[src/rtl/dma_hs_pkg.sv]
package dma_hs_pkg;

  localparam int unsigned CTRL_W    = 32;
  localparam int unsigned DATA_W    = 32;
  localparam int unsigned BE_W      = DATA_W / 8;
  localparam int unsigned HS_ID_W   = 4;
  localparam int unsigned BURST_MAX = 4;

  // control word field positions, shared with the register block
  localparam int unsigned START_BIT   = 0;
  localparam int unsigned DONE_EN_BIT = 2;
  localparam int unsigned BURST_BIT   = 3;
  localparam int unsigned SSTEP_LO    = 8;
  localparam int unsigned DSTEP_LO    = 12;
  localparam int unsigned DHS_LO      = 16;
  localparam int unsigned WID_LO      = 20;
  localparam int unsigned SHS_LO      = 24;

  typedef enum logic [2:0] {
    ST_SCAN,
    ST_GATE,
    ST_READ,
    ST_WRITE,
    ST_WB
  } seq_state_t;

  typedef struct packed {
    logic               done_en;
    logic               burst4;
    logic [1:0]         sstep;
    logic [1:0]         dstep;
    logic [1:0]         wcode;
    logic [HS_ID_W-1:0] shs;
    logic [HS_ID_W-1:0] dhs;
  } chan_cfg_t;

  function automatic chan_cfg_t decode_cfg(input logic [CTRL_W-1:0] w);
    chan_cfg_t c;
    c.done_en = w[DONE_EN_BIT];
    c.burst4  = w[BURST_BIT];
    c.sstep   = w[SSTEP_LO +: 2];
    c.dstep   = w[DSTEP_LO +: 2];
    c.wcode   = w[WID_LO +: 2];
    c.shs     = w[SHS_LO +: HS_ID_W];
    c.dhs     = w[DHS_LO +: HS_ID_W];
    return c;
  endfunction

  function automatic logic [2:0] elem_bytes(input logic [1:0] wcode);
    case (wcode)
      2'd0:    return 3'd4;
      2'd1:    return 3'd2;
      default: return 3'd1;
    endcase
  endfunction

  function automatic logic [4:0] step_bytes(input logic [1:0] code, input logic [2:0] eb);
    case (code)
      2'd0:    return 5'd0;
      2'd1:    return {2'b00, eb};
      2'd2:    return {1'b0, eb, 1'b0};
      default: return {eb, 2'b00};
    endcase
  endfunction

endpackage

[src/rtl/dma_hs_scan.sv]
module dma_hs_scan #(
  parameter  int NCH = 4,
  localparam int IW  = (NCH > 1) ? $clog2(NCH) : 1
) (
  input  logic [NCH-1:0] active,
  input  logic [IW-1:0]  base,
  output logic           hit,
  output logic [IW-1:0]  pick
);

  // lowest active channel at or above the pass pointer
  always_comb begin
    hit  = 1'b0;
    pick = '0;
    for (int i = NCH - 1; i >= 0; i--) begin
      if (active[i] && (i >= int'(base))) begin
        hit  = 1'b1;
        pick = IW'(i);
      end
    end
  end

endmodule

[src/rtl/dma_hs_lane.sv]
module dma_hs_lane
  import dma_hs_pkg::*;
(
  input  logic [1:0]        wcode,
  input  logic [1:0]        addr_lo,
  input  logic [DATA_W-1:0] rdata,
  input  logic [DATA_W-1:0] elem,
  output logic [DATA_W-1:0] rd_elem,
  output logic [DATA_W-1:0] wdata,
  output logic [BE_W-1:0]   be
);

  logic [DATA_W-1:0] shifted;

  always_comb begin
    shifted = rdata >> {addr_lo, 3'b000};
    case (wcode)
      2'd0: begin
        rd_elem = rdata;
        wdata   = elem;
        be      = '1;
      end
      2'd1: begin
        rd_elem = {16'h0, shifted[15:0]};
        wdata   = {2{elem[15:0]}};
        be      = addr_lo[1] ? 4'hC : 4'h3;
      end
      default: begin
        rd_elem = {24'h0, shifted[7:0]};
        wdata   = {4{elem[7:0]}};
        be      = 4'b0001 << addr_lo;
      end
    endcase
  end

endmodule

[src/rtl/dma_hs_ack.sv]
module dma_hs_ack
  import dma_hs_pkg::*;
#(
  localparam int NREQ = 1 << HS_ID_W
) (
  input  logic               clk,
  input  logic               rst_n,
  input  logic [NREQ-1:0]    req_in,
  input  logic               set_src,
  input  logic [HS_ID_W-1:0] src_id,
  input  logic               set_dst,
  input  logic [HS_ID_W-1:0] dst_id,
  output logic [NREQ-1:0]    ack_out
);

  logic [NREQ-1:0] ack_q, ack_d, set_vec;

  always_comb begin
    set_vec = '0;
    if (set_src) set_vec[src_id] = 1'b1;
    if (set_dst) set_vec[dst_id] = 1'b1;
    // a low request line always wins over a new acknowledge
    ack_d = (ack_q | set_vec) & req_in;
  end

  always_ff @(posedge clk or negedge rst_n) begin
    if (!rst_n) ack_q <= '0;
    else        ack_q <= ack_d;
  end

  assign ack_out = ack_q;

endmodule

[src/rtl/dma_hs_engine.sv]
module dma_hs_engine
  import dma_hs_pkg::*;
#(
  parameter  int NCH  = 4,
  parameter  int AW   = 32,
  parameter  int CW   = 24,
  localparam int IW   = (NCH > 1) ? $clog2(NCH) : 1,
  localparam int NREQ = 1 << HS_ID_W
) (
  input  logic                clk,
  input  logic                rst_n,
  input  logic [NCH*32-1:0]   ch_ctrl,
  input  logic [NCH*AW-1:0]   ch_src,
  input  logic [NCH*AW-1:0]   ch_dst,
  input  logic [NCH*CW-1:0]   ch_count,
  output logic                busy_valid,
  output logic [IW-1:0]       busy_ch,
  output logic                wb_valid,
  output logic [IW-1:0]       wb_ch,
  output logic [AW-1:0]       wb_src,
  output logic [AW-1:0]       wb_dst,
  output logic [CW-1:0]       wb_count,
  output logic                wb_stop,
  output logic                wb_done,
  output logic                mem_req,
  output logic                mem_we,
  output logic [AW-1:0]       mem_addr,
  output logic [3:0]          mem_be,
  output logic [31:0]         mem_wdata,
  input  logic [31:0]         mem_rdata,
  input  logic                mem_ready,
  input  logic [NREQ-1:0]     req_in,
  output logic [NREQ-1:0]     ack_out
);

  localparam int BIW = $clog2(BURST_MAX);
  localparam int BCW = BIW + 1;

  seq_state_t        state_q, state_d;
  logic [IW-1:0]     ch_q, ch_d, ptr_q, ptr_d;
  logic [AW-1:0]     src_q, src_d, dst_q, dst_d;
  logic [CW-1:0]     cnt_q, cnt_d;
  chan_cfg_t         cfg_q, cfg_d;
  logic [BIW-1:0]    idx_q, idx_d;
  logic [BCW-1:0]    beats_q, beats_d;
  logic              fin_q, fin_d;
  logic [DATA_W-1:0] buf_q [BURST_MAX];
  logic              buf_we;
  logic              src_ack, dst_ack;

  // start bits of all channels
  logic [NCH-1:0] active;
  for (genvar g = 0; g < NCH; g++) begin : g_start
    assign active[g] = ch_ctrl[g*32 + START_BIT];
  end

  logic          hit;
  logic [IW-1:0] pick;

  dma_hs_scan #(.NCH(NCH)) u_scan (
    .active (active),
    .base   (ptr_q),
    .hit    (hit),
    .pick   (pick)
  );

  logic [31:0] pick_ctrl;
  logic        ctrl_unused;
  assign pick_ctrl   = ch_ctrl[pick*32 +: 32];
  assign ctrl_unused = ^{pick_ctrl[31:28], pick_ctrl[23:22], pick_ctrl[15:14],
                         pick_ctrl[11:10], pick_ctrl[7:4], pick_ctrl[1:0], mem_addr[AW-1:2]};

  logic [2:0] ebytes;
  logic [4:0] sstep_b, dstep_b;
  logic       src_hs_ok, dst_hs_ok, last_beat;

  always_comb begin
    ebytes    = elem_bytes(cfg_q.wcode);
    sstep_b   = step_bytes(cfg_q.sstep, ebytes);
    dstep_b   = step_bytes(cfg_q.dstep, ebytes);
    src_hs_ok = (cfg_q.shs == '0) || req_in[cfg_q.shs];
    dst_hs_ok = (cfg_q.dhs == '0) || req_in[cfg_q.dhs];
    last_beat = ({1'b0, idx_q} == (beats_q - BCW'(1)));
  end

  logic [DATA_W-1:0] rd_elem;

  dma_hs_lane u_lane (
    .wcode   (cfg_q.wcode),
    .addr_lo (mem_addr[1:0]),
    .rdata   (mem_rdata),
    .elem    (buf_q[idx_q]),
    .rd_elem (rd_elem),
    .wdata   (mem_wdata),
    .be      (mem_be)
  );

  dma_hs_ack u_ack (
    .clk     (clk),
    .rst_n   (rst_n),
    .req_in  (req_in),
    .set_src (src_ack),
    .src_id  (cfg_q.shs),
    .set_dst (dst_ack),
    .dst_id  (cfg_q.dhs),
    .ack_out (ack_out)
  );

  // next-state logic
  always_comb begin
    state_d = state_q;
    ch_d    = ch_q;
    ptr_d   = ptr_q;
    src_d   = src_q;
    dst_d   = dst_q;
    cnt_d   = cnt_q;
    cfg_d   = cfg_q;
    idx_d   = idx_q;
    beats_d = beats_q;
    fin_d   = fin_q;
    buf_we  = 1'b0;
    src_ack = 1'b0;
    dst_ack = 1'b0;
    case (state_q)
      ST_SCAN: begin
        if (hit) begin
          ch_d    = pick;
          cfg_d   = decode_cfg(pick_ctrl);
          src_d   = ch_src[pick*AW +: AW];
          dst_d   = ch_dst[pick*AW +: AW];
          cnt_d   = ch_count[pick*CW +: CW];
          state_d = ST_GATE;
        end else begin
          ptr_d = '0;
        end
      end
      ST_GATE: begin
        if (cnt_q == '0) begin
          fin_d   = 1'b1;
          state_d = ST_WB;
        end else if (!(src_hs_ok && dst_hs_ok)) begin
          fin_d   = 1'b0;
          state_d = ST_WB;
        end else begin
          if (!cfg_q.burst4)                   beats_d = BCW'(1);
          else if (cnt_q >= CW'(BURST_MAX))    beats_d = BCW'(BURST_MAX);
          else                                 beats_d = cnt_q[BCW-1:0];
          idx_d   = '0;
          state_d = ST_READ;
        end
      end
      ST_READ: begin
        if (mem_ready) begin
          buf_we = 1'b1;
          src_d  = src_q + AW'(sstep_b);
          if (last_beat) begin
            idx_d   = '0;
            src_ack = (cfg_q.shs != '0);
            state_d = ST_WRITE;
          end else begin
            idx_d = idx_q + BIW'(1);
          end
        end
      end
      ST_WRITE: begin
        if (mem_ready) begin
          dst_d = dst_q + AW'(dstep_b);
          if (last_beat) begin
            idx_d   = '0;
            cnt_d   = cnt_q - CW'(beats_q);
            dst_ack = (cfg_q.dhs != '0);
            state_d = ST_GATE;
          end else begin
            idx_d = idx_q + BIW'(1);
          end
        end
      end
      default: begin
        ptr_d   = (ch_q == IW'(NCH - 1)) ? '0 : ch_q + IW'(1);
        state_d = ST_SCAN;
      end
    endcase
  end

  // state registers
  always_ff @(posedge clk or negedge rst_n) begin
    if (!rst_n) begin
      state_q <= ST_SCAN;
      ch_q    <= '0;
      ptr_q   <= '0;
      src_q   <= '0;
      dst_q   <= '0;
      cnt_q   <= '0;
      cfg_q   <= '0;
      idx_q   <= '0;
      beats_q <= '0;
      fin_q   <= 1'b0;
    end else begin
      state_q <= state_d;
      ch_q    <= ch_d;
      ptr_q   <= ptr_d;
      src_q   <= src_d;
      dst_q   <= dst_d;
      cnt_q   <= cnt_d;
      cfg_q   <= cfg_d;
      idx_q   <= idx_d;
      beats_q <= beats_d;
      fin_q   <= fin_d;
    end
  end

  // burst buffer, one enabled register per element slot
  for (genvar b = 0; b < BURST_MAX; b++) begin : g_buf
    always_ff @(posedge clk or negedge rst_n) begin
      if (!rst_n)                                   buf_q[b] <= '0;
      else if (buf_we && (idx_q == BIW'(b)))        buf_q[b] <= rd_elem;
    end
  end

  assign busy_valid = (state_q != ST_SCAN);
  assign busy_ch    = ch_q;
  assign mem_req    = (state_q == ST_READ) || (state_q == ST_WRITE);
  assign mem_we     = (state_q == ST_WRITE);
  assign mem_addr   = mem_we ? dst_q : src_q;
  assign wb_valid   = (state_q == ST_WB);
  assign wb_ch      = ch_q;
  assign wb_src     = src_q;
  assign wb_dst     = dst_q;
  assign wb_count   = cnt_q;
  assign wb_stop    = wb_valid && fin_q;
  assign wb_done    = wb_valid && fin_q && cfg_q.done_en;

endmodule

[config.mk]
export PLATFORM = sky130hd
export DESIGN_NAME = dma_hs_engine
export DESIGN_NICKNAME = d
export VERILOG_FILES = /design/src/rtl/dma_hs_pkg.sv /design/src/rtl/dma_hs_scan.sv /design/src/rtl/dma_hs_lane.sv /design/src/rtl/dma_hs_ack.sv /design/src/rtl/dma_hs_engine.sv
export SDC_FILE = /design/constraint.sdc
export NUM_CORES = 1
export LEC_CHECK = 0
export ABC_AREA = 0
export BUFFER_PORTS_ARGS = -buffer_cell sky130_fd_sc_hd__buf_2
export CORE_AREA = 2 2 280 282
export CTS_BUF_LIST = sky130_fd_sc_hd__clkbuf_4 sky130_fd_sc_hd__clkbuf_8
export CTS_CLUSTER_DIAMETER = 30
export DETAILED_ROUTE_END_ITERATION = 12
export DIE_AREA = 0 0 282 284
export PLACE_DENSITY_LB_ADDON = 0.2
export SKIP_LAST_GASP = 1
export SYNTH_ARGS = -nofsm -noshare
export SYNTH_HDL_FRONTEND = slang
export SYNTH_SLANG_ARGS = --single-unit
[constraint.sdc]
create_clock -name clk -period 8.6 [get_ports clk]
set_input_delay 0.86 -clock clk [delete_from_list [all_inputs] [get_ports clk]]
set_output_delay 0.86 -clock clk [all_outputs]
set_load 0.01 [all_outputs]
; Word-level counts from Yosys, hierarchy flattened
; Index checks and enable logic that the tools add are counted.
[op_classes]
eq_ne = 24
order_cmp = 9
reduce_logical = 40
add_sub_neg = 6
bitwise = 6
n_mul = 1
muxes = 67
shift = 6
[ops]
columns = operator, n
row1 = $pmux 32 s2, 4
row2 = $shiftx 128x8->32, 2
row3 = $mux 32, 7
row4 = $shiftx 128x8->28, 1
row5 = $shiftx 96x8->24, 1
row6 = $mux 24, 3
row7 = $add 32x5->32, 2
row8 = $bmux 32 s2, 1
row9 = $pmux 24 s2, 1
row10 = $mux 16, 2
row11 = $or 16x16->16, 2
row12 = $shr 32x5->16, 1
row13 = $pmux 5 s3, 2
row14 = $mux 3, 9
row15 = $ge 24x3->1 const B, 1
row16 = $logic_not 24->1, 1
row17 = $sub 24x3->24, 1
row18 = $mux 2, 10
row19 = $mux 1, 18
row20 = $and 16x16->16, 1
row21 = $ne 2x2->1 const B, 7
row22 = $logic_and 1x1->1, 12
row23 = $pmux 3 s4, 1
row24 = $eq 2x2->1 const B, 5
row25 = other kinds (36), 64
[word_totals]
out_inout_bits = 182
reg_bits = 261

; Longest topological paths before layout
; Gate-level depths: netlist of run 1.
[logic_depth]
depth_word = 10
depth_mapped = 11

; By module
; From an unflattened synthesis of run 1, not the netlist that was laid out.
[unflattened]
hier_cells = 1732
area_unflattened_um2 = 18059.8
[by_module_without_submodules]
columns = mod, area_each_um2, cells_per_inst, instances
row1 = dma_hs_engine, 15951.5, 1453, 1
row2 = dma_hs_lane, 1097.3, 175, 1
row3 = dma_hs_ack, 935.9, 93, 1
row4 = dma_hs_scan, 75.1, 11, 1

; Least setup slack after synthesis of run 1
; No wires, ideal clock.
[synth_timing]
path_type = reg-to-output
from = reg idx_q[0]
to = out mem_wdata[17]
path_slack_ps = 5434
n_path_buf = 3
stages_incl_launch_ff = 7
t_arrival_ps = 2306
path_cell_list = dfrtp_1 > buf_2 > buf_1 > clkbuf_1 > mux4_2 > nand2_1 > nand2_1
[synth_via]
elab_chain_len = 5
[synth_lines]
columns = element, line
row1 = "start, declared", dma_hs_engine.sv:44  ; logic [BIW-1:0] idx_q, idx_d;
row2 = "start signal, assigned", dma_hs_engine.sv:206  ; idx_q <= idx_d;
row3 = $not 2->3 (not written as such), dma_hs_engine.sv:92  ; .elem (buf_q[idx_q]),
row4 = $bmux 32 s2, dma_hs_engine.sv:92
row5 = $mux 32 (not written as such) (2 in series), dma_hs_engine.sv:92
row6 = $pmux 32 s2, dma_hs_lane.sv:17  ; case (wcode)
row7 = "end, declared", dma_hs_engine.sv:29  ; output logic [31:0] mem_wdata,
; No other way between the ends. The select of a mux whose other input is x is not followed.

; Worst setup path in the final report of run 1
[layout_timing]
from = reg state_q[2]
to = out mem_be[2]
[layout_via]
elab_chain_len = 4
elab_cells_between_ends = 5
[layout_lines]
columns = element, line
row1 = "start, declared", dma_hs_engine.sv:39  ; seq_state_t state_q, state_d;
row2 = "start signal, assigned", dma_hs_engine.sv:199  ; state_q <= state_d;
row3 = $eq 3x2->1 *, dma_hs_engine.sv:223  ; assign mem_we = (state_q == ST_WRITE);
row4 = $mux 32 *, dma_hs_engine.sv:224  ; assign mem_addr = mem_we ? dst_q : src_q;
row5 = $shl 1x2->4 or $mux 4 (tied branches), "dma_hs_lane.sv:31, dma_hs_lane.sv:26"
row6 = $pmux 4 s2 *, dma_hs_lane.sv:17
row7 = "end, declared", dma_hs_engine.sv:28  ; output logic [3:0] mem_be,
; Mark *: on every way between the ends. The rest lies on a longest branch, timed or not.

==> impl_metrics.env, run 1 <==
export IMPL_area_growth_pct=34.5
export IMPL_synth_nets=2652
export IMPL_synth_area_leaders="dfrtp_1, nand2_1, mux4_2"
export IMPL_clock_latency_ps=670
export IMPL_avgSynthCellArea_um2=8.60
export IMPL_post_cts_resized=0
export IMPL_grtUsageTotal_pct=24.7
export IMPL_numPortBuffers=652
export IMPL_min_period_over_period_pct=57.5
export IMPL_start_util_pct=23.5
export IMPL_slowest_stage="mux2i_2"
export IMPL_arrival_ps=4080
export IMPL_synthMuxAreaShare_pct=13.0
export IMPL_ys_warn_count=0
export IMPL_firstDrtPassIters=7
export IMPL_power_density_nw_per_um2=411
export IMPL_comb_power_share_pct=54.8
export IMPL_grt_pass1_wl_mm=143
export IMPL_synth_edf_count=0
export IMPL_synth_top_area_share_pct=36.2
export IMPL_cts_setup_buffers=0
export IMPL_via_count=20100
export IMPL_ys_ff_latch=261
export IMPL_final_nets=3250
export IMPL_groute_layer_met2_usage_pct=41.1
export IMPL_utilization_pct=31.5
export IMPL_htree_levels=3
export IMPL_hold_path_class="in2async"
export IMPL_p_seq_share_pct=23.9
export IMPL_worstSetupPathType="reg2out"
export IMPL_die_area_um2=80100
export IMPL_grt_util_met1_pct=29.1
export IMPL_swShare_pct=49.4
export IMPL_leakagePower_nw=11.1
export IMPL_worstPathRequired_ps=7740
export IMPL_drive_above_1_share_pct=36.3
export IMPL_p_clk_share_pct=21.3
export IMPL_antenna_found_initial=12
export IMPL_detailed_place_hpwl_mm=77.8
export IMPL_synth_cells=2099
export IMPL_fillers=8238
export IMPL_synthDistinctLibCells=75
export IMPL_grt_pass1_vias=20000
export IMPL_die_w_um=282
export IMPL_drv_cap=0
export IMPL_path_buf_inv=2
export IMPL_antenna_left=0
export IMPL_grt_overflow_total=0
export IMPL_skew_ps=34.5
export IMPL_tightest_slew_ps=1190
export IMPL_grt_setup_unrepaired="no"
export IMPL_max_slew_margin_pct=20.3
export IMPL_clk_path_buf_depth=3
export IMPL_wl_per_cell_um=26.9
export IMPL_synthArstFlopShare_pct=100
export IMPL_synth_main_ff_cell="dfrtp_1"
export IMPL_vias_per_cell=5.27
export IMPL_drc=0
export IMPL_netlist_area_um2=18000
export IMPL_busiest_layer="met2"
export IMPL_endpoint_kind="output pin"
export IMPL_numCtsBuffers=80
export IMPL_path_cells="nand3b_1 > clkinv_2 > mux2i_2 > nand2_1 > a22oi_1 > buf_2"
export IMPL_rr_startpoint="state_q[2]$_DFFE_PN0P_"
export IMPL_grt_max_degree=110
export IMPL_drt_iter0_drc=1585
export IMPL_postCtsHoldBufs=0
export IMPL_fmax_ghz=0.202
export IMPL_worst_path_dominant_cell_family="multiplexers"
export IMPL_intPower_mw=5.05
export IMPL_cts_sinks=261
export IMPL_die_h_um=284
export IMPL_root_buffer="clkbuf_8"
export IMPL_switchingPower_mw=4.93
export IMPL_place_congestion=0.906
export IMPL_crit_fanout=31
export IMPL_vdd_drop_max_uv=187
export IMPL_maxSlewViolCount=0
export IMPL_synth_xor_area_share_pct=0.485
export IMPL_rows=102
export IMPL_fin_crit_ps=4940
export IMPL_start_kind="register"
export IMPL_hold_violations=0
export IMPL_synth_top_family_by_area="compound AO/OA/AOI/OAI gates"
export IMPL_hold_ws_ps=273
export IMPL_finalSetupViolCount=0
export IMPL_yosysTopAreaCell="dfrtp_1"
export IMPL_synthAdderAreaFrac_pct=1.65
export IMPL_cpPeakStageDelay_ps=1060
export IMPL_met3_usage_pct=6.48
export IMPL_num_io_pins=713
export IMPL_synthSimpleGateAreaFrac_pct=21.2
export IMPL_status="finished, final reports clean"
export IMPL_synth_compound_area_share_pct=23.2
export IMPL_clk_pin_slew_worst_paths_ps=50
export IMPL_core_area_um2=77000
export IMPL_cts_tree="done"
export IMPL_setup_tns_ps=0
export IMPL_wl_mm=103
export IMPL_crit_path_start="state_q[2]$_DFFE_PN0P_"
export IMPL_yosysSeqAreaShare_pct=36.2
-- flip-flops by register name, indices dropped and copies added, names as in the netlist --
name,cells
busy_ch,2
wb_src,32
idx_q,2
wb_dst,32
cfg_q,16
wb_count,24
beats_q,3
state_q,3
fin_q,1
u_ack.ack_out,16
ptr_q,2
buf_q,128
-- placed cells by master, fill, tap and decap left out, types with 12 or more instances in the layout --
| cell type | n |
|---|---|
| buf_2 | 651 |
| nand2_1 | 375 |
| dfrtp_1 | 260 |
| o21ai_0 | 191 |
| a211oi_1 | 112 |
| and3_1 | 103 |
| nor2_1 | 100 |
| clkbuf_8 | 100 |
| a21oi_1 | 84 |
| mux2_2 | 71 |
| nand3_1 | 54 |
| mux4_2 | 49 |
| mux2i_1 | 41 |
| a31oi_1 | 37 |
| buf_4 | 37 |
| nor4_1 | 28 |
| inv_1 | 26 |
| nor3_1 | 26 |
| a22o_1 | 20 |
| nand4_1 | 19 |
| ha_1 | 19 |
| clkinv_2 | 16 |
| o31a_1 | 15 |
| a22oi_1 | 13 |
| nor2b_1 | 13 |
| o21ai_1 | 13 |
| a211o_1 | 13 |
| o21a_1 | 13 |
| a221o_1 | 13 |
| a31o_2 | 13 |
| o22a_1 | 12 |
-- power groups by stage --
stage	sequential (mW)	clock, mW	combinational [mW]
floorplan	2.16	0	3.20
global placement	2.35	0	5.43
detailed placement	2.39	0	5.47
CTS	2.38	2.18	5.49
global route	2.46	2.25	5.89
finish	2.38	2.13	5.47
-- cells in the mapped netlist (9+ instances only) --
| master | number |
|---|---|
| o22ai_1 | 10 |
| a21oi_1 | 86 |
| nand2_1 | 376 |
| nor4_1 | 28 |
| a22oi_1 | 13 |
| mux2_2 | 71 |
| nor2b_1 | 13 |
| nor2_1 | 104 |
| a31oi_1 | 37 |
| a211o_1 | 13 |
| a221o_1 | 13 |
| mux2i_1 | 42 |
| o21ai_0 | 191 |
| dfrtp_1 | 261 |
| o22a_1 | 12 |
| o31a_1 | 15 |
| o211ai_1 | 11 |
| nand3_1 | 54 |
| a22o_1 | 20 |
| o21a_1 | 13 |
| buf_1 | 20 |
| a21o_1 | 13 |
| or4_1 | 9 |
| and3_1 | 103 |
| nor3b_1 | 10 |
| a31o_2 | 13 |
| clkbuf_1 | 146 |
| nand2b_1 | 10 |
| mux4_2 | 49 |
| or3_1 | 11 |
| ha_1 | 19 |
| nor3_1 | 27 |
| o21ai_1 | 13 |
| nand4_1 | 19 |
| inv_1 | 26 |
| a211oi_1 | 112 |
-- area by class of cell --
class / count / area, µm² / share of cell area [%]
flip-flops and latches: 261 / 6530 / 26.9
repair buffers: 690 / 3570 / 14.7
diodes: 5 / 12.5 / 0.0515
multi-input cells: 1635 / 10800 / 44.6
clock inverters: 38 / 470 / 1.94
inverters: 29 / 110 / 0.454
well taps: 1040 / 1300 / 5.36
clock buffers: 110 / 1450 / 5.98
-- per-stage QoR --
stage	area, µm²	instances	total power, mW	setup WS [ps]
finish	24300	3808	9.98	3660
global route	24300	3804	10.6	3410
CTS	24300	3803	10.1	3620
detailed placement	22300	3655	7.87	4380
global placement	22300	3655	7.79	4450
floorplan	18000	2099	5.36	5430
-- logic make-up after synthesis --
logic type,after synthesis
multiplexers,164
flip-flops,261
AND/OR/NAND/NOR,803
buffers and inverters,203
AO/OA/AOI/OAI,636
XOR/XNOR,10
adder cells (fa/ha/maj),22
-- path summary, 6_finish.rpt --
check	to	slack (ps)	cells after the start
worst min register to register	buf_q[80]$_DFFE_PN0P_	470	2
worst max register to register	buf_q[3]$_DFFE_PN0P_	4480	7
max in group asynchronous	wb_src[5]$_DFFE_PN0P_	6840	2
worst max-delay path	mem_be[2]	3660	6
min in group clk	u_ack.ack_out[0]$_DFF_PN0_	400	2
worst min-delay path	wb_src[23]$_DFFE_PN0P_	270	1
-- routing by layer --
layer	vias up	part of all wire [%]
li1	9082	-
met3	196	7.9
met1	9921	39
met5	-	0.086
met4	12	5.5
met2	853	48
No activity file was read; power rests on OpenSTA's default activity.
==> run 2, diff against run 1 <==
==> constraint.sdc (replaced) <==
create_clock -name clk -period 5.15 [get_ports clk]
set_input_delay 0.515 -clock clk [delete_from_list [all_inputs] [get_ports clk]]
set_output_delay 0.515 -clock clk [all_outputs]
set_load 0.01 [all_outputs]
==> impl_metrics.env, run 2 (synthesis gave the netlist of run 1 again) <==
export IMPL_status="finished, final reports clean"
export IMPL_antenna_left=0
export IMPL_fillers=8176
export IMPL_worstPathRequired_ps=4640
export IMPL_cts_sinks=261
export IMPL_grt_pass1_vias=20400
export IMPL_clock_latency_ps=660
export IMPL_met3_usage_pct=6.66
export IMPL_p_total_mw=16.8
export IMPL_cts_tree="done"
export IMPL_top_register="buf_q"
export IMPL_htree_levels=3
export IMPL_grt_setup_unrepaired="no"
export IMPL_drc=0
export IMPL_grt_pass1_wl_mm=145
export IMPL_fin_crit_ps=4520
export IMPL_numCtsBuffers=82
export IMPL_die_h_um=284
export IMPL_fin_area_um2=24400
export IMPL_antenna_found_initial=12
export IMPL_post_cts_resized=0
export IMPL_place_congestion=0.910
export IMPL_rr_startpoint="state_q[2]$_DFFE_PN0P_"
export IMPL_layout_common_cells="buf_2, nand2_1, dfrtp_1"
export IMPL_start_util_pct=23.5
export IMPL_finalWorstSetupSlack_ps=634
export IMPL_drt_iter0_drc=1522
export IMPL_utilization_pct=31.8
export IMPL_via_count=20200
export IMPL_die_area_um2=80100
export IMPL_endpoint_kind="output pin"
export IMPL_groute_layer_met2_usage_pct=40.5
export IMPL_layout_commonest_cell="buf_2"
export IMPL_vdd_drop_max_uv=281
export IMPL_min_period_over_period_pct=87.7
export IMPL_firstDrtPassIters=5
export IMPL_power_density_nw_per_um2=687
export IMPL_vias_per_cell=5.30
export IMPL_r2r_end="buf_q[68]$_DFFE_PN0P_"
export IMPL_grtUsageTotal_pct=24.8
export IMPL_max_slew_margin_pct=11.2
export IMPL_dpl_worst_slack_ps=1250
export IMPL_setup_tns_ps=0
export IMPL_crit_path_start="state_q[2]$_DFFE_PN0P_"
export IMPL_min_from="req_in[11]"
export IMPL_drive_above_1_share_pct=36.4
export IMPL_finalSetupViolCount=0
export IMPL_maxSlewViolCount=0
export IMPL_hold_ws_ps=127
export IMPL_area_growth_pct=35.4
export IMPL_skew_ps=38.2
export IMPL_tightest_slew_ps=1330
export IMPL_rows=102
export IMPL_finalNonFillerCells=3817
export IMPL_hold_path_depth=2
export IMPL_detailed_place_hpwl_mm=79.2
export IMPL_die_w_um=282
export IMPL_core_area_um2=77000
export IMPL_hold_path_class="in2reg"
export IMPL_wl_mm=103
export IMPL_arrival_ps=4000
export IMPL_wl_per_cell_um=27.0
export IMPL_fmax_ghz=0.221
export IMPL_placedCellCount=3661
export IMPL_grt_overflow_total=0
export IMPL_numPortBuffers=652
export IMPL_worstSetupPathType="reg2out"
export IMPL_grt_max_degree=130
export IMPL_num_io_pins=713
export IMPL_crit_fanout=30
export IMPL_r2r_slack_ps=1190
export IMPL_final_nets=3260
export IMPL_clk_path_buf_depth=3
export IMPL_min_to="u_ack.ack_out[11]$_DFF_PN0_"
export IMPL_busiest_layer="met2"
export IMPL_hold_violations=0
export IMPL_clk_pin_slew_worst_paths_ps=50
export IMPL_leakagePower_nw=11.2
export IMPL_dpl_cell_area_um2=22400
export IMPL_r2r_cells=7
export IMPL_start_kind="register"
export IMPL_drv_cap=0
export IMPL_root_buffer="clkbuf_8"
export IMPL_cts_setup_buffers=0
export IMPL_largest_reg_flops=128
export IMPL_grt_util_met1_pct=29.6
[run 2: cell count changes in the layout (fill, tap and decap cells not counted), moves of 2 or more]
cell and change:
buf_12 +4, clkbuf_4 +5, inv_12 -2, clkinv_8 +2, bufinv_16 +2, buf_4 +2
clkinv_4 -3, inv_6 -2, dlygate4sd3_1 +2, clkinvlp_4 -3
[run 2: power by group]
group / internal [mW] / switching, mW
clock network: 2.37 / 1.25
registers: 2.87 / 1.16
logic: 3.35 / 5.78
[run 2: worst max-delay path by stage]
stage,slack (ps),cells after the start,endpoint
finish,630,6,mem_be[2]
global route,390,6,mem_be[2]
CTS,590,6,mem_be[2]
detailed placement,1250,7,buf_q[68]$_DFFE_PN0P_
global placement,1370,7,buf_q[36]$_DFFE_PN0P_
floorplan,2230,9,buf_q[126]$_DFFE_PN0P_
[run 2: cell type report]
class | instances | area [µm²] | area share (%)
tap | 1040 | 1300 | 5.33
clock inverter | 34 | 480 | 1.97
inverter | 29 | 110 | 0.451
sequential | 261 | 6530 | 26.7
multi-input combinational | 1635 | 10800 | 44.3
antenna | 6 | 15.0 | 0.0614
timing repair buffer | 698 | 3690 | 15.1
clock buffer | 114 | 1480 | 6.04
[run 2: what timing repair did]
action | CTS | global route
endpoints found under the setup margin | 0 | 0
hold endpoints to repair | 29 | 0
hold buffers | 2 | 0
[run 2: routing by layer]
layer  wire, µm  vias to the layer above
li1           -                     9084
met1      40600                    10000
met2      48500                      912
met3       8100                      181
met4       5610                        8
met5         61                        -
[run 2: critical path, cell delays in order, from the launching register on]
cell and delay [ps]:
dfrtp_1 680, nand3b_1 220, clkinv_2 440, mux2i_2 980
nand2_1 540, a22oi_1 290, buf_2 170
